==> config.mk <==
export PLATFORM = sky130hd
export DESIGN_NAME = hist_lin_analyzer
export DESIGN_NICKNAME = d
export VERILOG_FILES = /design/src/rtl/hla_pkg.sv /design/src/rtl/hist_dp_ram.sv /design/src/rtl/hist_restoring_div.sv /design/src/rtl/hist_lin_analyzer.sv
export SDC_FILE = /design/constraint.sdc
export NUM_CORES = 2
export LEC_CHECK = 0
export ABC_AREA = 1
export BUFFER_PORTS_ARGS = -buffer_cell sky130_fd_sc_hd__buf_2
export CORE_UTILIZATION = 50
export DETAILED_ROUTE_END_ITERATION = 8
export GPL_TIMING_DRIVEN = 0
export HOLD_SLACK_MARGIN = 0.03
export PLACE_DENSITY = 0.77
export SYNTH_ARGS = -nofsm -noshare
export SYNTH_HDL_FRONTEND = slang
export SYNTH_SLANG_ARGS = --single-unit
==> constraint.sdc <==
create_clock -name clk -period 30.3 [get_ports clk]
set_input_delay 3.03 -clock clk [delete_from_list [all_inputs] [get_ports clk]]
set_output_delay 3.03 -clock clk [all_outputs]
set_load 0.02 [all_outputs]
==> src/rtl/hla_pkg.sv <==
package hla_pkg;
  typedef enum logic [2:0] {
    ST_IDLE,
    ST_CLEAR,
    ST_CAP,
    ST_DRAIN,
    ST_SUM,
    ST_DIVGO,
    ST_DIVW,
    ST_PASS
  } hla_state_e;
endpackage

==> src/rtl/hist_dp_ram.sv <==
module hist_dp_ram #(
  parameter int AW = 4,
  parameter int DW = 16
) (
  input  logic          clk,
  input  logic          we,
  input  logic [AW-1:0] waddr,
  input  logic [DW-1:0] wdata,
  input  logic [AW-1:0] raddr,
  output logic [DW-1:0] rdata
);
  localparam int DEPTH = 1 << AW;

  logic [DW-1:0] mem [DEPTH];

  always_ff @(posedge clk) begin
    if (we) mem[waddr] <= wdata;
  end

  always_ff @(posedge clk) begin
    rdata <= mem[raddr];
  end
endmodule

==> src/rtl/hist_restoring_div.sv <==
module hist_restoring_div #(
  parameter int NUM_W = 28,
  parameter int DEN_W = 12
) (
  input  logic             clk,
  input  logic             rst,
  input  logic             start,
  input  logic [NUM_W-1:0] num,
  input  logic [DEN_W-1:0] den,
  output logic             done,
  output logic [NUM_W-1:0] quo
);
  localparam int CW = $clog2(NUM_W + 1);
  localparam int PW = NUM_W + DEN_W;

  logic [NUM_W-1:0] n_q, num_hold;
  logic [DEN_W-1:0] rem_q, d_q;
  logic [CW-1:0]    cnt_q;
  logic             busy_q;
  logic [DEN_W:0]   trial, diff;
  logic             ge;

  assign trial = {rem_q, n_q[NUM_W-1]};
  assign ge    = trial >= {1'b0, d_q};
  assign diff  = trial - {1'b0, d_q};
  assign quo   = n_q;

  always_ff @(posedge clk) begin
    if (rst) begin
      n_q <= '0; num_hold <= '0; rem_q <= '0; d_q <= '0;
      cnt_q <= '0; busy_q <= 1'b0; done <= 1'b0;
    end else begin
      done <= 1'b0;
      if (start && !busy_q) begin
        n_q      <= num;
        num_hold <= num;
        d_q      <= den;
        rem_q    <= '0;
        cnt_q    <= CW'(NUM_W);
        busy_q   <= 1'b1;
      end else if (busy_q) begin
        rem_q <= ge ? diff[DEN_W-1:0] : trial[DEN_W-1:0];
        n_q   <= {n_q[NUM_W-2:0], ge};
        cnt_q <= cnt_q - 1'b1;
        if (cnt_q == CW'(1)) begin
          busy_q <= 1'b0;
          done   <= 1'b1;
        end
      end
    end
  end

  logic [PW-1:0] qd, nh, dd;
  assign qd = PW'(n_q) * PW'(d_q);
  assign nh = PW'(num_hold);
  assign dd = PW'(d_q);


  div_exact_chk: assert property (@(posedge clk) disable iff (rst)
    (done && d_q != '0) |-> (qd <= nh) && ((nh - qd) < dd));
endmodule

==> src/rtl/hist_lin_analyzer.sv <==
module hist_lin_analyzer
  import hla_pkg::*;
#(
  parameter int CODE_W = 4,
  parameter int CNT_W  = 16,
  parameter int OUT_W  = 16,
  parameter int FRAC   = 12
) (
  input  logic                    clk,
  input  logic                    rst,
  input  logic                    clear,
  input  logic                    start,
  input  logic                    stop,
  input  logic                    in_valid,
  input  logic [CODE_W-1:0]       in_code,
  input  logic [CODE_W-1:0]       rd_addr,
  output logic [CODE_W-1:0]       rd_idx,
  output logic signed [OUT_W-1:0] rd_dnl,
  output logic signed [OUT_W-1:0] rd_inl,
  output logic [CODE_W-1:0]       miss_count,
  output logic                    overflow,
  output logic                    busy,
  output logic                    done
);
  localparam int NB    = 1 << CODE_W;
  localparam int K     = NB - 2;
  localparam int NUM_W = CODE_W + 2 * FRAC;
  localparam int DEN_W = CNT_W + CODE_W;
  localparam int PW    = CNT_W + NUM_W;
  localparam int ACC_W = OUT_W + CODE_W + 1;
  localparam int ONE   = 1 << FRAC;
  localparam int MAXP  = (1 << (OUT_W - 1)) - 1;
  localparam int MISS_TH = (9 * ONE) / 10;
  localparam logic [CODE_W-1:0] LAST    = CODE_W'(NB - 1);
  localparam logic [CODE_W-1:0] LAST_IN = CODE_W'(NB - 2);
  localparam logic [CNT_W-1:0]  CMAX    = '1;
  localparam logic [PW-1:0]     UPLIM   = PW'(MAXP + ONE);
  localparam logic signed [ACC_W-1:0] ACC_HI = ACC_W'(MAXP);
  localparam logic signed [ACC_W-1:0] ACC_LO = -ACC_HI - 1;
  localparam logic signed [OUT_W-1:0] MISS_LIM = OUT_W'(-MISS_TH);

  hla_state_e state_q;
  logic [CODE_W-1:0] idx_q, pidx_q;
  logic              issued_q, rv_q;
  logic [DEN_W-1:0]  sum_q;
  logic [NUM_W-1:0]  scale_q;
  logic signed [ACC_W-1:0] acc_q;

  // ---------------- bin histogram storage ----------------
  logic              bin_we;
  logic [CODE_W-1:0] bin_waddr, bin_raddr;
  logic [CNT_W-1:0]  bin_wdata, bin_rdata;

  hist_dp_ram #(.AW(CODE_W), .DW(CNT_W)) u_bins (
    .clk(clk), .we(bin_we), .waddr(bin_waddr), .wdata(bin_wdata),
    .raddr(bin_raddr), .rdata(bin_rdata)
  );

  // capture pipeline: read in the accept cycle, write one cycle later
  logic              accept, clr_go;
  logic              s1_v_q, wq_v_q;
  logic [CODE_W-1:0] s1_code_q, wq_code_q;
  logic [CNT_W-1:0]  wq_data_q, base, inc;
  logic              bin_full;

  assign accept   = in_valid && (state_q == ST_CAP);
  assign clr_go   = (state_q == ST_IDLE) && clear;
  assign base     = (wq_v_q && wq_code_q == s1_code_q) ? wq_data_q : bin_rdata;
  assign bin_full = (base == CMAX);
  assign inc      = bin_full ? base : base + 1'b1;

  assign bin_raddr = (state_q == ST_CAP) ? in_code : idx_q;
  assign bin_we    = (state_q == ST_CLEAR) || s1_v_q;
  assign bin_waddr = (state_q == ST_CLEAR) ? idx_q : s1_code_q;
  assign bin_wdata = (state_q == ST_CLEAR) ? '0 : inc;

  always_ff @(posedge clk) begin
    if (rst) begin
      s1_v_q <= 1'b0; s1_code_q <= '0;
      wq_v_q <= 1'b0; wq_code_q <= '0; wq_data_q <= '0;
      overflow <= 1'b0;
    end else begin
      s1_v_q    <= accept;
      s1_code_q <= in_code;
      wq_v_q    <= s1_v_q;
      wq_code_q <= s1_code_q;
      wq_data_q <= inc;
      if (clr_go) overflow <= 1'b0;
      else if (s1_v_q && bin_full) overflow <= 1'b1;
    end
  end

  // ---------------- scale divider ----------------
  logic             div_go, div_done;
  logic [NUM_W-1:0] div_q;

  assign div_go = (state_q == ST_DIVGO) && (sum_q != '0);

  hist_restoring_div #(.NUM_W(NUM_W), .DEN_W(DEN_W)) u_div (
    .clk(clk), .rst(rst), .start(div_go),
    .num(NUM_W'(K) << (2 * FRAC)), .den(sum_q),
    .done(div_done), .quo(div_q)
  );

  // ---------------- per-code normalization ----------------
  logic [PW-1:0]           prod, prod_sh;
  logic signed [OUT_W-1:0] dnl_v, inl_v;
  logic signed [ACC_W-1:0] acc_next;
  logic                    interior, miss_hit;

  assign prod     = PW'(bin_rdata) * PW'(scale_q);
  assign prod_sh  = prod >> FRAC;
  assign interior = (pidx_q != '0) && (pidx_q != LAST);
  assign acc_next = acc_q + ACC_W'(dnl_v);
  assign miss_hit = dnl_v < MISS_LIM;

  always_comb begin
    if (prod_sh > UPLIM) dnl_v = OUT_W'(MAXP);
    else                 dnl_v = prod_sh[OUT_W-1:0] - OUT_W'(ONE);
    if (acc_next > ACC_HI)      inl_v = OUT_W'(MAXP);
    else if (acc_next < ACC_LO) inl_v = OUT_W'(ACC_LO);
    else                        inl_v = acc_next[OUT_W-1:0];
  end

  // ---------------- result storage and read port ----------------
  logic                  res_we;
  logic [2*OUT_W-1:0]    res_wdata, res_rdata;

  assign res_we    = (state_q == ST_PASS) && rv_q;
  assign res_wdata = interior ? {dnl_v, inl_v} : '0;

  hist_dp_ram #(.AW(CODE_W), .DW(2 * OUT_W)) u_res (
    .clk(clk), .we(res_we), .waddr(pidx_q), .wdata(res_wdata),
    .raddr(rd_addr), .rdata(res_rdata)
  );

  assign rd_dnl = res_rdata[2*OUT_W-1:OUT_W];
  assign rd_inl = res_rdata[OUT_W-1:0];

  always_ff @(posedge clk) begin
    if (rst) rd_idx <= '0;
    else     rd_idx <= rd_addr;
  end

  // ---------------- control sequence ----------------
  always_ff @(posedge clk) begin
    if (rst) begin
      state_q <= ST_IDLE; idx_q <= '0; pidx_q <= '0;
      issued_q <= 1'b0; rv_q <= 1'b0; sum_q <= '0; scale_q <= '0;
      acc_q <= '0; miss_count <= '0; done <= 1'b0;
    end else begin
      done <= 1'b0;
      case (state_q)
        ST_IDLE: begin
          if (clear) begin
            state_q <= ST_CLEAR;
            idx_q   <= '0;
          end else if (start) begin
            state_q <= ST_CAP;
          end
        end
        ST_CLEAR: begin
          idx_q <= idx_q + 1'b1;
          if (idx_q == LAST) state_q <= ST_IDLE;
        end
        ST_CAP: begin
          if (stop) state_q <= ST_DRAIN;
        end
        ST_DRAIN: begin
          idx_q    <= CODE_W'(1);
          sum_q    <= '0;
          rv_q     <= 1'b0;
          issued_q <= 1'b0;
          state_q  <= ST_SUM;
        end
        ST_SUM: begin
          if (!issued_q) begin
            idx_q <= idx_q + 1'b1;
            rv_q  <= 1'b1;
            if (idx_q == LAST_IN) issued_q <= 1'b1;
          end else begin
            rv_q <= 1'b0;
          end
          if (rv_q) sum_q <= sum_q + DEN_W'(bin_rdata);
          if (issued_q && rv_q) state_q <= ST_DIVGO;
        end
        ST_DIVGO: begin
          idx_q      <= '0;
          rv_q       <= 1'b0;
          issued_q   <= 1'b0;
          acc_q      <= '0;
          miss_count <= '0;
          if (sum_q == '0) begin
            scale_q <= '0;
            state_q <= ST_PASS;
          end else begin
            state_q <= ST_DIVW;
          end
        end
        ST_DIVW: begin
          if (div_done) begin
            scale_q <= div_q;
            state_q <= ST_PASS;
          end
        end
        ST_PASS: begin
          if (!issued_q) begin
            idx_q  <= idx_q + 1'b1;
            pidx_q <= idx_q;
            rv_q   <= 1'b1;
            if (idx_q == LAST) issued_q <= 1'b1;
          end else begin
            rv_q <= 1'b0;
          end
          if (rv_q && interior) begin
            acc_q <= acc_next;
            if (miss_hit) miss_count <= miss_count + 1'b1;
          end
          if (rv_q && pidx_q == LAST) begin
            done    <= 1'b1;
            state_q <= ST_IDLE;
          end
        end
        default: state_q <= ST_IDLE;
      endcase
    end
  end

  assign busy = (state_q != ST_IDLE) && (state_q != ST_CAP);


  done_pulse_chk: assert property (@(posedge clk) disable iff (rst)
    done |=> !done);

  done_idle_chk: assert property (@(posedge clk) disable iff (rst)
    done |-> !busy);

  ovf_sticky_chk: assert property (@(posedge clk) disable iff (rst)
    (overflow && !clr_go) |=> overflow);

  cap_write_chk: assert property (@(posedge clk) disable iff (rst)
    s1_v_q |-> (state_q == ST_CAP || state_q == ST_DRAIN));

  miss_bound_chk: assert property (@(posedge clk) disable iff (rst)
    miss_count <= CODE_W'(K));
endmodule

==> results_dict.tcl <==
set metrics [dict create \
    status "complete, no violations" \
    yosysTopAreaCellShare_pct 40.4 \
    ys_top_cells_by_area "edfxtp_1 40%, fa_1 13%, dfxtp_1 8.4%" \
    worstMarginPinSlew_ns 1.39 \
    core_area_mm2 0.113 \
    path_max_fanout 16 \
    instances_no_fill 7727 \
    syn_to_final_growth_pct 11.2 \
    yosys_warnings 0 \
    ctsHoldBuffers 0 \
    drive_above_1_share_pct 5.75 \
    timing.fmax_mhz 80.9 \
    synthXorXnorAreaFrac_pct 0.977 \
    root_buffer "clkbuf_16" \
    grt_pass1_vias 44200 \
    synthSimpleGateAreaFrac_pct 14.7 \
    htree_levels 3 \
    crit_arrival_ns 12.67 \
    fin_setup_tns_ns 0 \
    layout_commonest_cell "nand2_1" \
    ir_drop_mv 0.0713 \
    min-delay-start "u_div.d_q[9]" \
    muxShareOfSynthArea_pct 0.0876 \
    row_count 123 \
    hold_viol 0 \
    finalSetupViolCount 0 \
    grt_max_degree 24 \
    ys_seq_area_share_pct 48.8 \
    dp_hpwl_um 125000 \
    vias 44900 \
    endpoint_kind "flop" \
    cpMostUsedCell "nand2_1" \
    die_y_um 340 \
    port_buffers 54 \
    dp.cells 7536 \
    cts_tree "yes" \
    start_util_pct 50.6 \
    clock-sinks 1009 \
    synth-compound-area-share_pct 10.7 \
    drv_cap 0 \
    synth_top_family_by_area "adder cells" \
    p_per_area_mw_per_mm2 58.7 \
    synth.avg_cell_area_um2 9.60 \
    antenna_left 0 \
    drt-total-wl_um 173000 \
    grt_setup_unrepaired "no" \
    routed_via_density 5.81 \
    cp_top_family "adder cells" \
    clock_path_buffers 3 \
    drc 0 \
    synth-main-ff-cell "edfxtp_1" \
    cts-resized-gates 0 \
    nets 6695 \
    synth.distinct_cells 60 \
    whs_ns 0.463 \
    max_stage_delay_ns 1.06 \
    fin_crit_ns 12.36 \
    cp_slowest_cell "nor2_1" \
    period_share_pct 40.8 \
    die_x_um 340 \
    cts.clk_slew.worst_paths_ns 0.06 \
    r2r-start "u_bins.rdata[10]" \
    synth_fa_ha_area_share_pct 16.6 \
    async_reset_ff_share_pct 0 \
    antenna_found_initial 7 \
    slew_headroom_pct 6.98 \
    syn-num-nets 6504 \
    grt_pass1_wl_um 259000 \
    clk_latency_ns 0.72 \
    cp.buffers_inverters 5 \
    crit_required_ns 30.61 \
    p_leak_nw 27.4 \
    syn_inst 5949 \
    drt_iter0_markers 5819 \
    overflow 0 \
    dieArea_mm2 0.116 \
    path_class "flop to flop" \
    maxSlewViolCount 0 \
    mostFrequentLayoutCells "1,138 x nand2_1, 889 x inv_1, 768 x edfxtp_1" \
    p_total_mw 3.73 \
    cts_made_buffers 100 \
    worstSetupStartpointType "flop" \
    yosys_register_bits 1009 \
    syn-cell-area_mm2 0.0571 \
    startpoint "u_bins.rdata[10]" \
    synth_edf_count 768 \
    ios 57 \
    wl_per_cell_um 22.3 \
    hp-class "flop to flop" \
    routabilityCongestion 0.975 \
    first_pass_iters 8 \
    finClkSkew_ns 0.0799 \
    postCtsSetupBuffers 0 \
    grt_usage_pct 29.6 \
    yosysTopAreaCell "edfxtp_1" \
]
-- worst min-delay path, stage by stage, from the launching register on --
cell and delay (ns):
dfxtp_1 0.29, inv_1 0.07, a21oi_1 0.06
-- stage by stage --
stage / area [µm²] / setup slack [ns] / utilization [%]
floorplan: 57100 / 20.80 / -
global placement: 59300 / 17.58 / 52.5
detailed placement: 60100 / 18.19 / 53.3
CTS: 63500 / 18.17 / 56.3
global route: 63500 / 17.24 / 56.3
finish: 63500 / 17.94 / 56.3
-- state kept, by name, indices dropped and copies added, names as in the netlist, 5 cells and up --
signal / count
sum_q: 20
u_div.cnt_q: 5
u_div.rem_q: 20
u_div.quo: 28
scale_q: 28
u_res.rdata: 32
u_bins.mem: 256
acc_q: 21
u_div.d_q: 20
u_bins.rdata: 16
wq_data_q: 16
u_res.mem: 512
-- report_power, final --
part	internal, mW	switching (mW)
clock network	0.709	0.543
logic	0.166	0.661
registers	1.61	0.0388
total	2.48	1.24
-- cell type report --
type	count	area (µm²)
Timing Repair Buffer	89	981
Inverter	905	3400
Sequential cell	1009	27900
Clock inverter	51	574
Multi-Input combinational cell	3722	24800
Clock buffer	137	2780
Antenna cell	1	2.50
Fill cell	9368	49300
Tap cell	1500	1880
Buffer	313	1210
-- routing by layer --
layer | vias up | routed length (µm) | GRT usage [%]
met2 | 3015 | 77000 | 46.3
met3 | 636 | 21200 | 7.21
li1 | 19900 | - | -
met5 | - | 52 | 0
met1 | 21300 | 63000 | 37.6
met4 | 8 | 11300 | 16.9
-- path summary, 6_finish.rpt --
kind,endpoint,slack [ns],cells after the start
min reg2reg,u_div.d_q[9],0.46,2
max reg2reg,u_res.mem[1][0],17.94,45
min,u_div.d_q[9],0.46,2
max,u_res.mem[1][0],17.94,45
-- cells by family after synthesis --
logic type | Yosys count
and+or+nand+nor | 2077
buffers and inverters | 1218
AOI/OAI and AO/OA | 1040
DFF | 1009
adders and majority gates | 541
xor gates and xnor gates | 59
muxes | 5
-- synth_stat cells, types with 9 or more instances --
cell type	n
ha_1	177
xnor2_1	21
buf_1	26
a21oi_1	240
or2_2	14
clkinv_1	10
a31oi_1	12
dfxtp_1	241
xor2_1	34
o22ai_1	51
nand2_2	25
clkbuf_1	278
o21bai_1	9
o211ai_1	55
o21ai_0	492
fa_1	364
edfxtp_1	768
nor2_1	636
inv_1	889
nand3_1	171
o221ai_1	148
nand2_1	1138
nand4_1	18
nor3_1	22
nand3b_1	13
nor4_1	10
(Power assumes the default switching activity.)
